===== src/rtl/wdg_pkg.sv =====
package wdg_pkg;
    typedef enum logic [1:0] {
        CAUSE_NONE  = 2'b00,
        CAUSE_EARLY = 2'b01,
        CAUSE_OVF   = 2'b10
    } cause_e;

    localparam logic MODE_TIMEOUT = 1'b0;
    localparam logic MODE_WINDOW  = 1'b1;
endpackage


===== src/rtl/wdg_prescaler.sv =====
module wdg_prescaler #(
    parameter int PRE_LOG2 = 10
) (
    input  logic clk,
    input  logic rst_n,
    input  logic restart,
    output logic tick
);
    generate
        if (PRE_LOG2 == 0) begin : g_direct
            // Every clock is a tick; restart has nothing to clear.
            logic unused_w;
            assign unused_w = clk ^ rst_n ^ restart;
            assign tick = 1'b1;
        end else begin : g_div
            logic [PRE_LOG2-1:0] pre_d, pre_q;

            always_comb begin
                pre_d = restart ? '0 : pre_q + 1'b1;
            end

            always_ff @(posedge clk or negedge rst_n) begin
                if (!rst_n) pre_q <= '0;
                else        pre_q <= pre_d;
            end

            assign tick = &pre_q;
        end
    endgenerate
endmodule


===== src/rtl/wdg_period_sel.sv =====
module wdg_period_sel #(
    parameter int SEL_W      = 3,
    parameter int BASE_TICKS = 4,
    parameter int CNT_W      = 10
) (
    input  logic [SEL_W-1:0] sel,
    output logic [CNT_W-1:0] period,
    output logic [CNT_W-1:0] half
);
    localparam int NSEL = 2 ** SEL_W;

    logic [CNT_W-1:0] lut [NSEL];

    generate
        for (genvar g = 0; g < NSEL; g++) begin : g_lut
            assign lut[g] = CNT_W'(BASE_TICKS << g);
        end
    endgenerate

    assign period = lut[sel];
    assign half   = lut[sel] >> 1;
endmodule


===== src/rtl/win_wdog.sv =====
module win_wdog #(
    parameter int PRE_LOG2   = 10,
    parameter int SEL_W      = 3,
    parameter int BASE_TICKS = 4,
    parameter int RST_SEL    = 3
) (
    input  logic             clk,
    input  logic             rst_n,
    input  logic             cfg_we,
    input  logic [SEL_W-1:0] cfg_sel,
    input  logic             cfg_mode,
    input  logic             kick,
    input  logic             stat_rd,
    output logic             rst_req,
    output logic [1:0]       cause
);
    import wdg_pkg::*;

    localparam int MAX_TICKS = BASE_TICKS << (2 ** SEL_W - 1);
    localparam int CNT_W     = $clog2(MAX_TICKS + 1);

    typedef struct packed {
        logic [CNT_W-1:0] cnt;
        logic [SEL_W-1:0] sel;
        logic             win;
        logic             rst_req;
        cause_e           cause;
    } wd_state_t;

    wd_state_t st_d, st_q;

    logic             tick;
    logic             restart;
    logic [CNT_W-1:0] period_ticks;
    logic [CNT_W-1:0] half_ticks;
    logic             kick_early;
    logic             overflow;

    // Aliases used by the bound checker.
    logic             win_q;
    logic [CNT_W-1:0] cnt_q;
    assign win_q = st_q.win;
    assign cnt_q = st_q.cnt;

    wdg_prescaler #(.PRE_LOG2(PRE_LOG2)) u_presc (
        .clk     (clk),
        .rst_n   (rst_n),
        .restart (restart),
        .tick    (tick)
    );

    wdg_period_sel #(
        .SEL_W      (SEL_W),
        .BASE_TICKS (BASE_TICKS),
        .CNT_W      (CNT_W)
    ) u_psel (
        .sel    (st_q.sel),
        .period (period_ticks),
        .half   (half_ticks)
    );

    always_comb begin
        st_d         = st_q;
        st_d.rst_req = 1'b0;
        restart      = 1'b0;

        kick_early = kick && st_q.win && (st_q.cnt < half_ticks);
        overflow   = tick && (st_q.cnt == period_ticks - 1'b1);

        if (stat_rd) st_d.cause = CAUSE_NONE;

        if (cfg_we) begin
            st_d.sel = cfg_sel;
            st_d.win = cfg_mode;
            st_d.cnt = '0;
            restart  = 1'b1;
        end else if (overflow) begin
            st_d.cnt     = '0;
            st_d.rst_req = 1'b1;
            st_d.cause   = CAUSE_OVF;
            restart      = 1'b1;
        end else if (kick_early) begin
            st_d.cnt     = '0;
            st_d.rst_req = 1'b1;
            st_d.cause   = CAUSE_EARLY;
            restart      = 1'b1;
        end else if (kick) begin
            st_d.cnt = '0;
            restart  = 1'b1;
        end else if (tick) begin
            st_d.cnt = st_q.cnt + 1'b1;
        end
    end

    always_ff @(posedge clk or negedge rst_n) begin
        if (!rst_n) begin
            st_q.cnt     <= '0;
            st_q.sel     <= SEL_W'(RST_SEL);
            st_q.win     <= MODE_WINDOW;
            st_q.rst_req <= 1'b0;
            st_q.cause   <= CAUSE_NONE;
        end else begin
            st_q <= st_d;
        end
    end

    assign rst_req = st_q.rst_req;
    assign cause   = st_q.cause;
endmodule


===== config.mk =====
export PLATFORM = sky130hd
export DESIGN_NAME = win_wdog
export DESIGN_NICKNAME = d
export VERILOG_FILES = /design/src/rtl/wdg_pkg.sv /design/src/rtl/wdg_prescaler.sv /design/src/rtl/wdg_period_sel.sv /design/src/rtl/win_wdog.sv
export SDC_FILE = /design/constraint.sdc
export NUM_CORES = 1
export LEC_CHECK = 0
export ABC_AREA = 0
export BUFFER_PORTS_ARGS = -buffer_cell sky130_fd_sc_hd__clkbuf_2
export CELL_PAD_IN_SITES_DETAIL_PLACEMENT = 0
export CELL_PAD_IN_SITES_GLOBAL_PLACEMENT = 1
export CORE_ASPECT_RATIO = 1.25
export CORE_UTILIZATION = 27
export CTS_BUF_LIST = sky130_fd_sc_hd__clkbuf_2
export DETAILED_ROUTE_END_ITERATION = 12
export MAX_ROUTING_LAYER = met4
export PLACE_DENSITY_LB_ADDON = 0.1
export REMOVE_ABC_BUFFERS = 1
export SLEW_MARGIN = 10
export SYNTH_ARGS = -nofsm -noshare
export SYNTH_HDL_FRONTEND = slang
export SYNTH_SLANG_ARGS = --single-unit

===== constraint.sdc =====
create_clock -name clk -period 2 [get_ports clk]
set_clock_uncertainty 0.05 [all_clocks]
set_input_delay 0.2 -clock clk [delete_from_list [all_inputs] [get_ports clk]]
set_output_delay 0.2 -clock clk [all_outputs]
set_load 0.02 [all_outputs]

==> results.md, run 1 <==
* Status: finished with violations
* Failing checks: negative setup slack
* Port bufs at 11
* Final worst path period need at 2.11 ns
* Drt drc at 0
* Post-synth EDFFs at 0
* Reg power frac at 54.0%
* Worst reg2reg path startpoint: st_q[5]
* Post-synth top flop: dfrtp_1
* Vias in the first global route at 1697
* Worst-Skew Late Latency at 0.39 ns
* Max Clock Freq at approximately 470 MHz
* Final core utilization at around two fifths
* Die Y at 94.3 um
* Worst endpoint required time at 2.31 ns
* Logic pwr share at around 25%
* Via density at 4.93
* Max Root-Sink Buffers at 2
* Synth warn at 0
* Main area contributors after synthesis: dfrtp_1, ha_1, nor2_1
* Number of antenna violations at the first check in global routing at 0
* Global-route wire length before repair at roughly 8500 um
* CP endpoint kind: flop
* Clock Tree Root: clkbuf_2
* Worst-path clk slew at 0.31 ns
* Number of clock sinks at 27
* Rows at 33
* P_sw at 322 uW
* Die Wd at 75.9 um
* Worst setup path class: reg2reg
* Delay-heaviest family, CP: flip-flops
* Via Count at 1675
* Synthesized flop and latch total at 27
* Post-Syn Area at 1840 um^2
* Worst-path cell chain: buf_6 -> or3b_4 -> ha_4 -> nor2_4 -> a21oi_2 -> a221oi_2 -> buf_4 -> a2bb2oi_2
* Number of buffers and inverters on the critical path at 2
* Pwr Total at approximately 1.1 mW
* Largest area contributor in the netlist: dfrtp_1
* Top cells by count, synth: nor2_1, dfrtp_1, nand2_1, nand3_1, ha_1
* Layout cell share with drive strength beyond 1 at 40.3%
* Avg Inst Size Synth at 8.94 um^2
* Finished Layout Cells at 340
* Synth cell types at 52
* Clock share of power at 21.1%
* Area grow syn2layout at 36.6%
* Slew Viols, Final at 0
* Core area at 6570 um^2
* Initial Utilization at 28.1%
* Critical-path top delay cell: dfstp_2
* Int Power at 748 uW
* Drt pass-1 iters at 6
* Total detailed-routing wirelength at ~5200 um
* Maxcap violations at 0
* Gr usage total at between 15 and 20%
* CP max stage delay at 0.63 ns
* Gate Count Post-Synth at 206
* Slew margin rel. at 53.6%
* CTS Buf Count at 3
* Io pins at 12
* Async set-or-reset flop fraction in the synthesized netlist at 100%
* Final worst slack at -0.111 ns
* Seq/Total Area, Yosys at 36.9%
* Endpoints failing setup at 15
* GRT Residual Overflow at 0
* Tcrit/Tclk final at 106%
* Cells after DPL at 320
* Leak at ~1.0 nW
* Hold path start: cfg_we
* Nets at 272
* Maximum VDD drop at 0.239 mV
* DIE AREA at 7160 um^2
* CTS tree: built
* Post-synth top area share at between 30% and 40%
* Ant diodes at 0
* First-iteration detailed-routing DRC count at 47
* Power density cells at 425 nW/um^2
* Least-Margin Pin Slew at 0.697 ns
* Net Sw Frac at between 30 and 40%
* Placement Setup Slack at -0.204 ns
* Final GP Congestion at roughly 0.82
* Final ANT Viol Nets at 0
* CP max FO at 3
* Startpoint types: flop
* HPWL Detailed at 3870 um
* Crit path launch: st_q[5]
* Worst endpoint data arrival time at 2.42 ns
* Hold Slack at slightly above 0.09 ns
* RSZ-0062 raised after global routing: yes
* Final Hold Fails at 0
* Mean routed wirelength per cell at 15.4 um
* Pin count of the biggest net entering global routing at 28
* Most frequent cell after synthesis: nor2_1
* Hold Crit Class: in2reg
* H-tree Lvls at 1
[path summary, 6_finish.rpt]
path                                          endpoint  slack [ns]  cells past startpoint
min in group asynchronous       u_presc.g_div.pre_q[0]        0.26                      2
max in group asynchronous                     cnt_q[6]        1.14                      2
worst min-delay path                           st_q[6]        0.09                      2
worst max register to register                cause[0]       -0.11                      8
worst min register to register                   win_q        0.51                      2
worst max-delay path                          cause[0]       -0.11                      8
[layout by cell type, fill, tap and decap left out, types with 3 or more instances in the layout]
cell | Yosys | layout
buf_4 | 2 | 33
dfrtp_1 | 24 | 23
nand2_1 | 21 | 21
nor2_1 | 25 | 18
clkbuf_2 | 0 | 14
nand3_1 | 11 | 10
buf_6 | 1 | 8
dlygate4sd3_1 | 0 | 7
xnor2_1 | 6 | 6
ha_1 | 9 | 6
xor2_1 | 5 | 5
or3_1 | 4 | 4
nor3_1 | 4 | 4
nor2_2 | 1 | 4
nor2_4 | 0 | 4
nand2b_1 | 3 | 3
nand4_1 | 3 | 3
inv_1 | 3 | 3
nor2b_1 | 4 | 3
a211oi_2 | 0 | 3
o211ai_1 | 3 | 3
nor4_1 | 4 | 3
mux2_2 | 3 | 3
o21ai_0 | 6 | 3
ha_4 | 0 | 3
dfstp_2 | 3 | 3
[per-stage QoR]
step	cell area [um^2]	setup TNS [ns]
2_1_floorplan	1760	-2.06
5_1_grt	2520	-2.88
4_1_cts	2430	-0.847
6_report	2520	-0.981
3_3_place_gp	2160	-1.15
3_5_place_dp	2160	-1.23
[cells by family after synthesis]
family          Yosys count  share of synthesized area (%)
compound gates           37                           15.8
fa+ha+maj                10                           6.66
flops                    27                           36.9
mux                       4                           2.38
xor+xnor                 11                           5.23
buf+inv                  19                           5.03
simple gates             98                           28.0
[worst reg2reg max path: cells and delay by family, from the launching register on]
kind | cells | cell delay [ns]
DFF | 1 | 0.63
adders and majority gates | 1 | 0.23
buffers and inverters | 2 | 0.26
and+or+nand+nor | 2 | 0.49
AOI/OAI and AO/OA | 3 | 0.42
[registers in the layout (all words and copies together) (netlist names)]
signal	count
cause	2
cnt_q	10
rst_req	1
st_q	3
u_presc.g_div.pre_q	10
win_q	1
[power groups by stage]
stage / clock network [mW] / logic [mW] / registers, mW
2_1_floorplan: 0 / 0.0839 / 0.599
3_3_place_gp: 0 / 0.190 / 0.586
3_5_place_dp: 0 / 0.191 / 0.587
4_1_cts: 0.240 / 0.256 / 0.579
5_1_grt: 0.255 / 0.293 / 0.580
6_report: 0.226 / 0.266 / 0.578
[layer usage]
layer	share of wire, %	vias to the layer above	global-route usage [%]
met5	0	-	-
li1	-	835	-
met2	57	15	29.4
met1	42	823	19.3
met3	1.1	2	1.60
met4	0.44	0	3.24
[area by class of cell]
cell class                      instances  area, um^2
Fill cell                             673        4050
Multi-Input combinational cell        160        1230
Sequential cell                        27         681
Timing Repair Buffer                   59         463
Tap cell                               87         109
Clock buffer                            3        15.0
Inverter                                3        11.3
Clock inverter                          1        7.51
[timing repair]
item / in CTS / in global routing
gates resized for setup: 31 / 18
buffers inserted: 7 / 1
cloned: 1 / 0
endpoints found under the setup margin: 21 / 21
endpoints found under the hold margin: 29 / 0
hold buffers: 7 / 0
pin swaps: 11 / 5
Power figures use the tool's default switching activity.
==> run 2, diff against run 1 <==
Clock period 2 ns to 2.6 ns, I/O delays scaled along.
==> run 2 against run 1 <==
Against the previous run:
- the flow now finishes without violations
- clock power is 24% lower
- die area stayed put
- flip-flop and latch count unchanged
- total power decreased by 31%
- global-route usage shrank 2.0 points
- clock-buffer cell count unchanged
- critical path type unchanged
- highest routed layer unchanged
==> results.md, run 2 (synthesis results as in run 1) <==
* Final GP Congestion at 0.777 (-5.7%)
* Max Root-Sink Buffers at 2 (unchanged)
* Area grow syn2layout at 10.9%
* Drt pass-1 iters at 4 (-2)
* Pin count of the biggest net entering global routing at 28 (unchanged)
* Worst endpoint data arrival time at 2.73 ns (+0.31 ns)
* Nets at 235 (-14%)
* Worst-Skew Late Latency at 0.37 ns (-0.02 ns)
* Least-Margin Pin Slew at 0.719 ns (+0.0228 ns)
* CTS Buf Count at 3 (unchanged)
* Setup_tns at 0 ns (+0.981 ns)
* GRT Residual Overflow at 0 (unchanged)
* Port bufs at 11 (unchanged)
* Mean routed wirelength per cell at 15.2 um (-1.2%)
* Slew margin rel. at 52.0% (-1.5 points)
* Leak at 0.811 nW (-22%)
* Endpoints failing setup at 0 (-15)
* Gr usage total at 14.3% (-2.0 points)
* Rows at 33 (unchanged)
* Fillers at 701 (+4.2%)
* Final core utilization at 31.1% (-7.2 points)
* Ant diodes at 0 (unchanged)
* Global-route wire length before repair at 7520 um (-11%)
* Maximum VDD drop at 0.167 mV (-30%)
* DIE AREA at 7160 um^2 (unchanged)
* Drt drc at 0 (unchanged)
* First-iteration detailed-routing DRC count at 59 (+26%)
* Max Clock Freq at 408 MHz (-14%)
* Worst endpoint required time at 2.88 ns (+0.57 ns)
* Critical-path top delay cell: dfstp_2
* CTS tree: built
* Most common cell after layout, fill and taps aside: nor2_1
* Power density cells at 362 nW/um^2 (-15%)
* Via density at 5.08 (+3.0%)
* CP endpoint kind: flop
* HPWL Detailed at 3460 um (-11%)
* Worst setup path class: reg2reg
* Tcrit/Tclk final at 94.2% (-11 points)
* Io pins at 12 (unchanged)
* Number of buffers and inverters on the critical path at 0 (-2)
* Die Wd at 75.9 um (unchanged)
* Final ANT Viol Nets at 0 (unchanged)
* Slew Viols, Final at 0 (unchanged)
* Post-cts resize count at 0 (-100%)
* Final Hold Fails at 0 (unchanged)
* Worst-path clk slew at 0.29 ns (-0.02 ns)
* Commonest cells after routing, fill and taps aside: nor2_1, dfrtp_1, nand2_1, clkbuf_2, nand3_1
* Via Count at 1538 (-8.2%)
* Die Y at 94.3 um (unchanged)
* Number of antenna violations at the first check in global routing at 0 (unchanged)
* Final worst path period need at 2.45 ns (+0.339 ns)
* CP max stage delay at 0.77 ns (+0.14 ns)
* Status: finished, final reports clean
* Number of clock sinks at 27 (unchanged)
* Worst-path cell chain: or3b_2 -> ha_1 -> nor2_1 -> a21oi_1 -> a221oi_1 -> a2bb2oi_1
* H-tree Lvls at 1 (unchanged)
* Total detailed-routing wirelength at 4610 um (-12%)
* Clock Tree Root: clkbuf_2
* Delay-heaviest family, CP: flip-flops
* Setup Fix Bufs, Post-CTS at 0 (-7)
* RSZ-0062 raised after global routing: no
* Startpoint types: flop
* CTS Hold Buffers Added at 2 (-5)
* Hold Crit Class: in2reg
* CP max FO at 17 (+14)
* Maxcap violations at 0 (unchanged)
* Core area at 6570 um^2 (unchanged)
* Vias in the first global route at 1487 (-12%)
* Initial Utilization at 28.1% (unchanged)
* Layout cell share with drive strength beyond 1 at 18.5% (-22 points)
[run 2: final cells by class]
type                    count  area, um^2  area share (%)
clock buffers               3        15.0           0.735
clock inverters             1        7.51           0.368
inverters                   3        11.3           0.551
multi-input cells         160        1070            52.4
flip-flops and latches     27         679            33.3
well taps                  87         109            5.33
repair buffers             22         150            7.35
[run 2: worst paths after layout]
path	startpoint	endpoint	slack, ns	cells after the start
hold / removal	cfg_sel[1]	st_q[5]	0.05	2
setup / recovery	st_q[5]	cause[0]	0.15	6
max in group asynchronous	rst_n	cnt_q[6]	1.67	2
hold reg to reg	win_q	win_q	0.47	2
min in group asynchronous	rst_n	u_presc.g_div.pre_q[3]	0.36	2
setup reg to reg	st_q[5]	cause[0]	0.15	6
[run 2: routing by layer]
metal	share of wire (%)	GRT usage, %	up-vias
li1	-	-	756
met1	45	18.0	765
met2	53	24.7	15
met3	1.4	1.28	2
met4	0.63	2.78	0
met5	0	-	-
[run 2: per-stage QoR]
step                      area [um^2]  total power [mW]  std cells  hold slack [ns]  worst slack, ns
after floorplan                  1760             0.525        190          -0.0856            0.435
after global placement           1970             0.569        294            0.286            0.277
after detailed placement         1970             0.571        294            0.296            0.227
after CTS                        2010             0.756        300          0.00443            0.151
after global routing             2040             0.787        303         0.000822          0.00863
final                            2040             0.740        303           0.0510            0.150
[run 2: power by group]
| group | switching [mW] | internal [mW] | leakage [nW] |
|---|---|---|---|
| Combinational | 0.0659 | 0.0517 | 0.436 |
| Clock | 0.135 | 0.0356 | 0.0126 |
| Sequential | 0.0168 | 0.435 | 0.363 |
| Total | 0.218 | 0.522 | 0.811 |
==> run 3, diff against run 2 <==
Settings changed: BUFFER_PORTS_ARGS -buffer_cell sky130_fd_sc_hd__clkbuf_2 to -buffer_cell sky130_fd_sc_hd__buf_2.
==> run 3 against run 2 <==
Against the previous run:
- worst hold slack got worse by 0.0012 ns
- non-clock buffer count down 1
- routed wire length shrank 0.43%
- largest cell class unchanged
- via count unchanged
- sequential share of layout area up 0.061 points
- global-route usage increased by 0.14 points
- utilization is 0.057 points lower
- total power grew 0.42%
- first-iteration DRC count up 17%
==> results.md, run 3 (synthesis results as in run 1) <==
* Status: finished, final reports clean
* Number of antenna violations at the first check in global routing at 0 (unchanged)
* Final Hold Fails at 0 (unchanged)
* Worst endpoint data arrival time at 2.63 ns (-0.10 ns)
* Die Y at 94.3 um (unchanged)
* Max Clock Freq at 425 MHz (+4.2%)
* Commonest cells after routing, fill and taps aside: nor2_1, dfrtp_1, nand2_1, nand3_1, buf_2
* Max Root-Sink Buffers at 2 (unchanged)
* Drt drc at 0 (unchanged)
* Worst setup path class: reg2reg
* CP endpoint kind: flop
* H-tree Lvls at 1 (unchanged)
* DIE AREA at 7160 um^2 (unchanged)
* Core area at 6570 um^2 (unchanged)
* Hold path start: cfg_sel[1]
* Vias in the first global route at 1480 (-0.47%)
* Maxcap violations at 0 (unchanged)
* RSZ-0062 raised after global routing: no
* Nets at 234 (-0.43%)
* Port bufs at 11 (unchanged)
* Finished Layout Cells at 302 (-0.33%)
* Endpoints failing setup at 0 (unchanged)
* Slew Viols, Final at 0 (unchanged)
* Maximum VDD drop at 0.153 mV (-8.0%)
* Tcrit/Tclk final at 90.4% (-3.8 points)
* Io pins at 12 (unchanged)
* Worst endpoint required time at 2.88 ns (about the same)
* Final worst path period need at 2.35 ns (-0.0987 ns)
* Hold Crit Class: in2reg
* Drt pass-1 iters at 4 (unchanged)
* Power density cells at 365 nW/um^2 (+0.61%)
* Layout cell share with drive strength beyond 1 at 19.1% (+0.55 points)
* Gr usage total at 14.4% (+0.14 points)
* Startpoint types: flop
* Total detailed-routing wirelength at 4590 um (-0.43%)
* Setup Fix Bufs, Post-CTS at 0 (unchanged)
* Die Wd at 75.9 um (unchanged)
* Final core utilization at 31.0% (-0.057 points)
* Most common cell after layout, fill and taps aside: nor2_1
* CP max FO at 17 (unchanged)
* Slew margin rel. at 57.3% (+5.2 points)
* CTS Buf Count at 3 (unchanged)
* Leak at 0.811 nW (about the same)
* Worst-Skew Late Latency at 0.37 ns (about the same)
* Cells after DPL at 294 (unchanged)
* Final ANT Viol Nets at 0 (unchanged)
* Worst-path clk slew at 0.28 ns (about the same)
* GRT Residual Overflow at 0 (unchanged)
* Via Count at 1538 (unchanged)
* CTS tree: built
* Least-Margin Pin Slew at 0.641 ns (-0.0787 ns)
* HPWL Detailed at 3420 um (-1.1%)
* Via density at 5.09 (+0.33%)
* Final GP Congestion at 0.783 (+0.80%)
* Ant diodes at 0 (unchanged)
* Pin count of the biggest net entering global routing at 28 (unchanged)
* Area grow syn2layout at 10.7%
* Global-route wire length before repair at 7670 um (+2.0%)
* First-iteration detailed-routing DRC count at 69 (+17%)
* Initial Utilization at 28.1% (unchanged)
* Clock Tree Root: clkbuf_2
* Setup_tns at 0 ns (unchanged)
* Rows at 33 (unchanged)
* Worst reg2reg path startpoint: st_q[5]
* Crit path launch: st_q[5]
* Number of clock sinks at 27 (unchanged)
* Mean routed wirelength per cell at 15.2 um (-0.10%)
## run 3: changes by cell type in the layout (fill, tap and decap cells not counted), sizes merged
cell         delta
clkbuf         -11
buf            +11
dlygate4sd3     -1
## run 3: critical path: stages (launching register included)
cell and delay (ns):
dfstp_2 0.77, or3b_2 0.48, ha_1 0.28, nor2_1 0.08, a21oi_1 0.06, a221oi_2 0.37, a2bb2oi_1 0.22
## run 3: layer usage
layer | wire (um) | global-route usage, % | vias up
met5 | 0 | - | -
met4 | 29 | 3.40 | 0
met3 | 74 | 1.39 | 2
met2 | 2400 | 23.8 | 21
met1 | 2090 | 18.8 | 758
li1 | - | - | 757
## run 3: report_power, final
part	switching, mW	internal (mW)	total, mW
clock network	0.138	0.0356	0.173
registers	0.0171	0.435	0.452
logic	0.0669	0.0513	0.118
## run 3: final timing paths
check / to / depth (start not counted) / slack [ns]
worst max-delay path: cause[0] / 6 / 0.25
worst min-delay path: st_q[5] / 2 / 0.05
worst max register to register: cause[0] / 6 / 0.25
worst min register to register: win_q / 2 / 0.47
max in group asynchronous: u_presc.g_div.pre_q[2] / 2 / 1.75
min in group asynchronous: u_presc.g_div.pre_q[1] / 2 / 0.33
## run 3: per-stage QoR
stage,instance area [um^2],setup slack [ns],hold slack [ns],power (mW)
floorplan,1760,0.435,-0.0856,0.525
global placement,1970,0.268,0.262,0.569
detailed placement,1970,0.189,0.276,0.571
CTS,2010,0.117,0.00546,0.751
global route,2040,0.128,0.00527,0.789
finish,2040,0.249,0.0498,0.743
## run 3: cell type report
class | count | area, um^2
Fill cell | 687 | 4530
Multi-Input combinational cell | 160 | 1080
Sequential cell | 27 | 679
Timing Repair Buffer | 21 | 140
Tap cell | 87 | 109
Clock buffer | 3 | 15.0
Inverter | 3 | 11.3
Clock inverter | 1 | 7.51
## run 3: timing repair
item	in CTS	in global routing
resized for setup	0	1
setup endpoints to repair	0	1
hold buffers	2	2
hold endpoints to repair	25	2
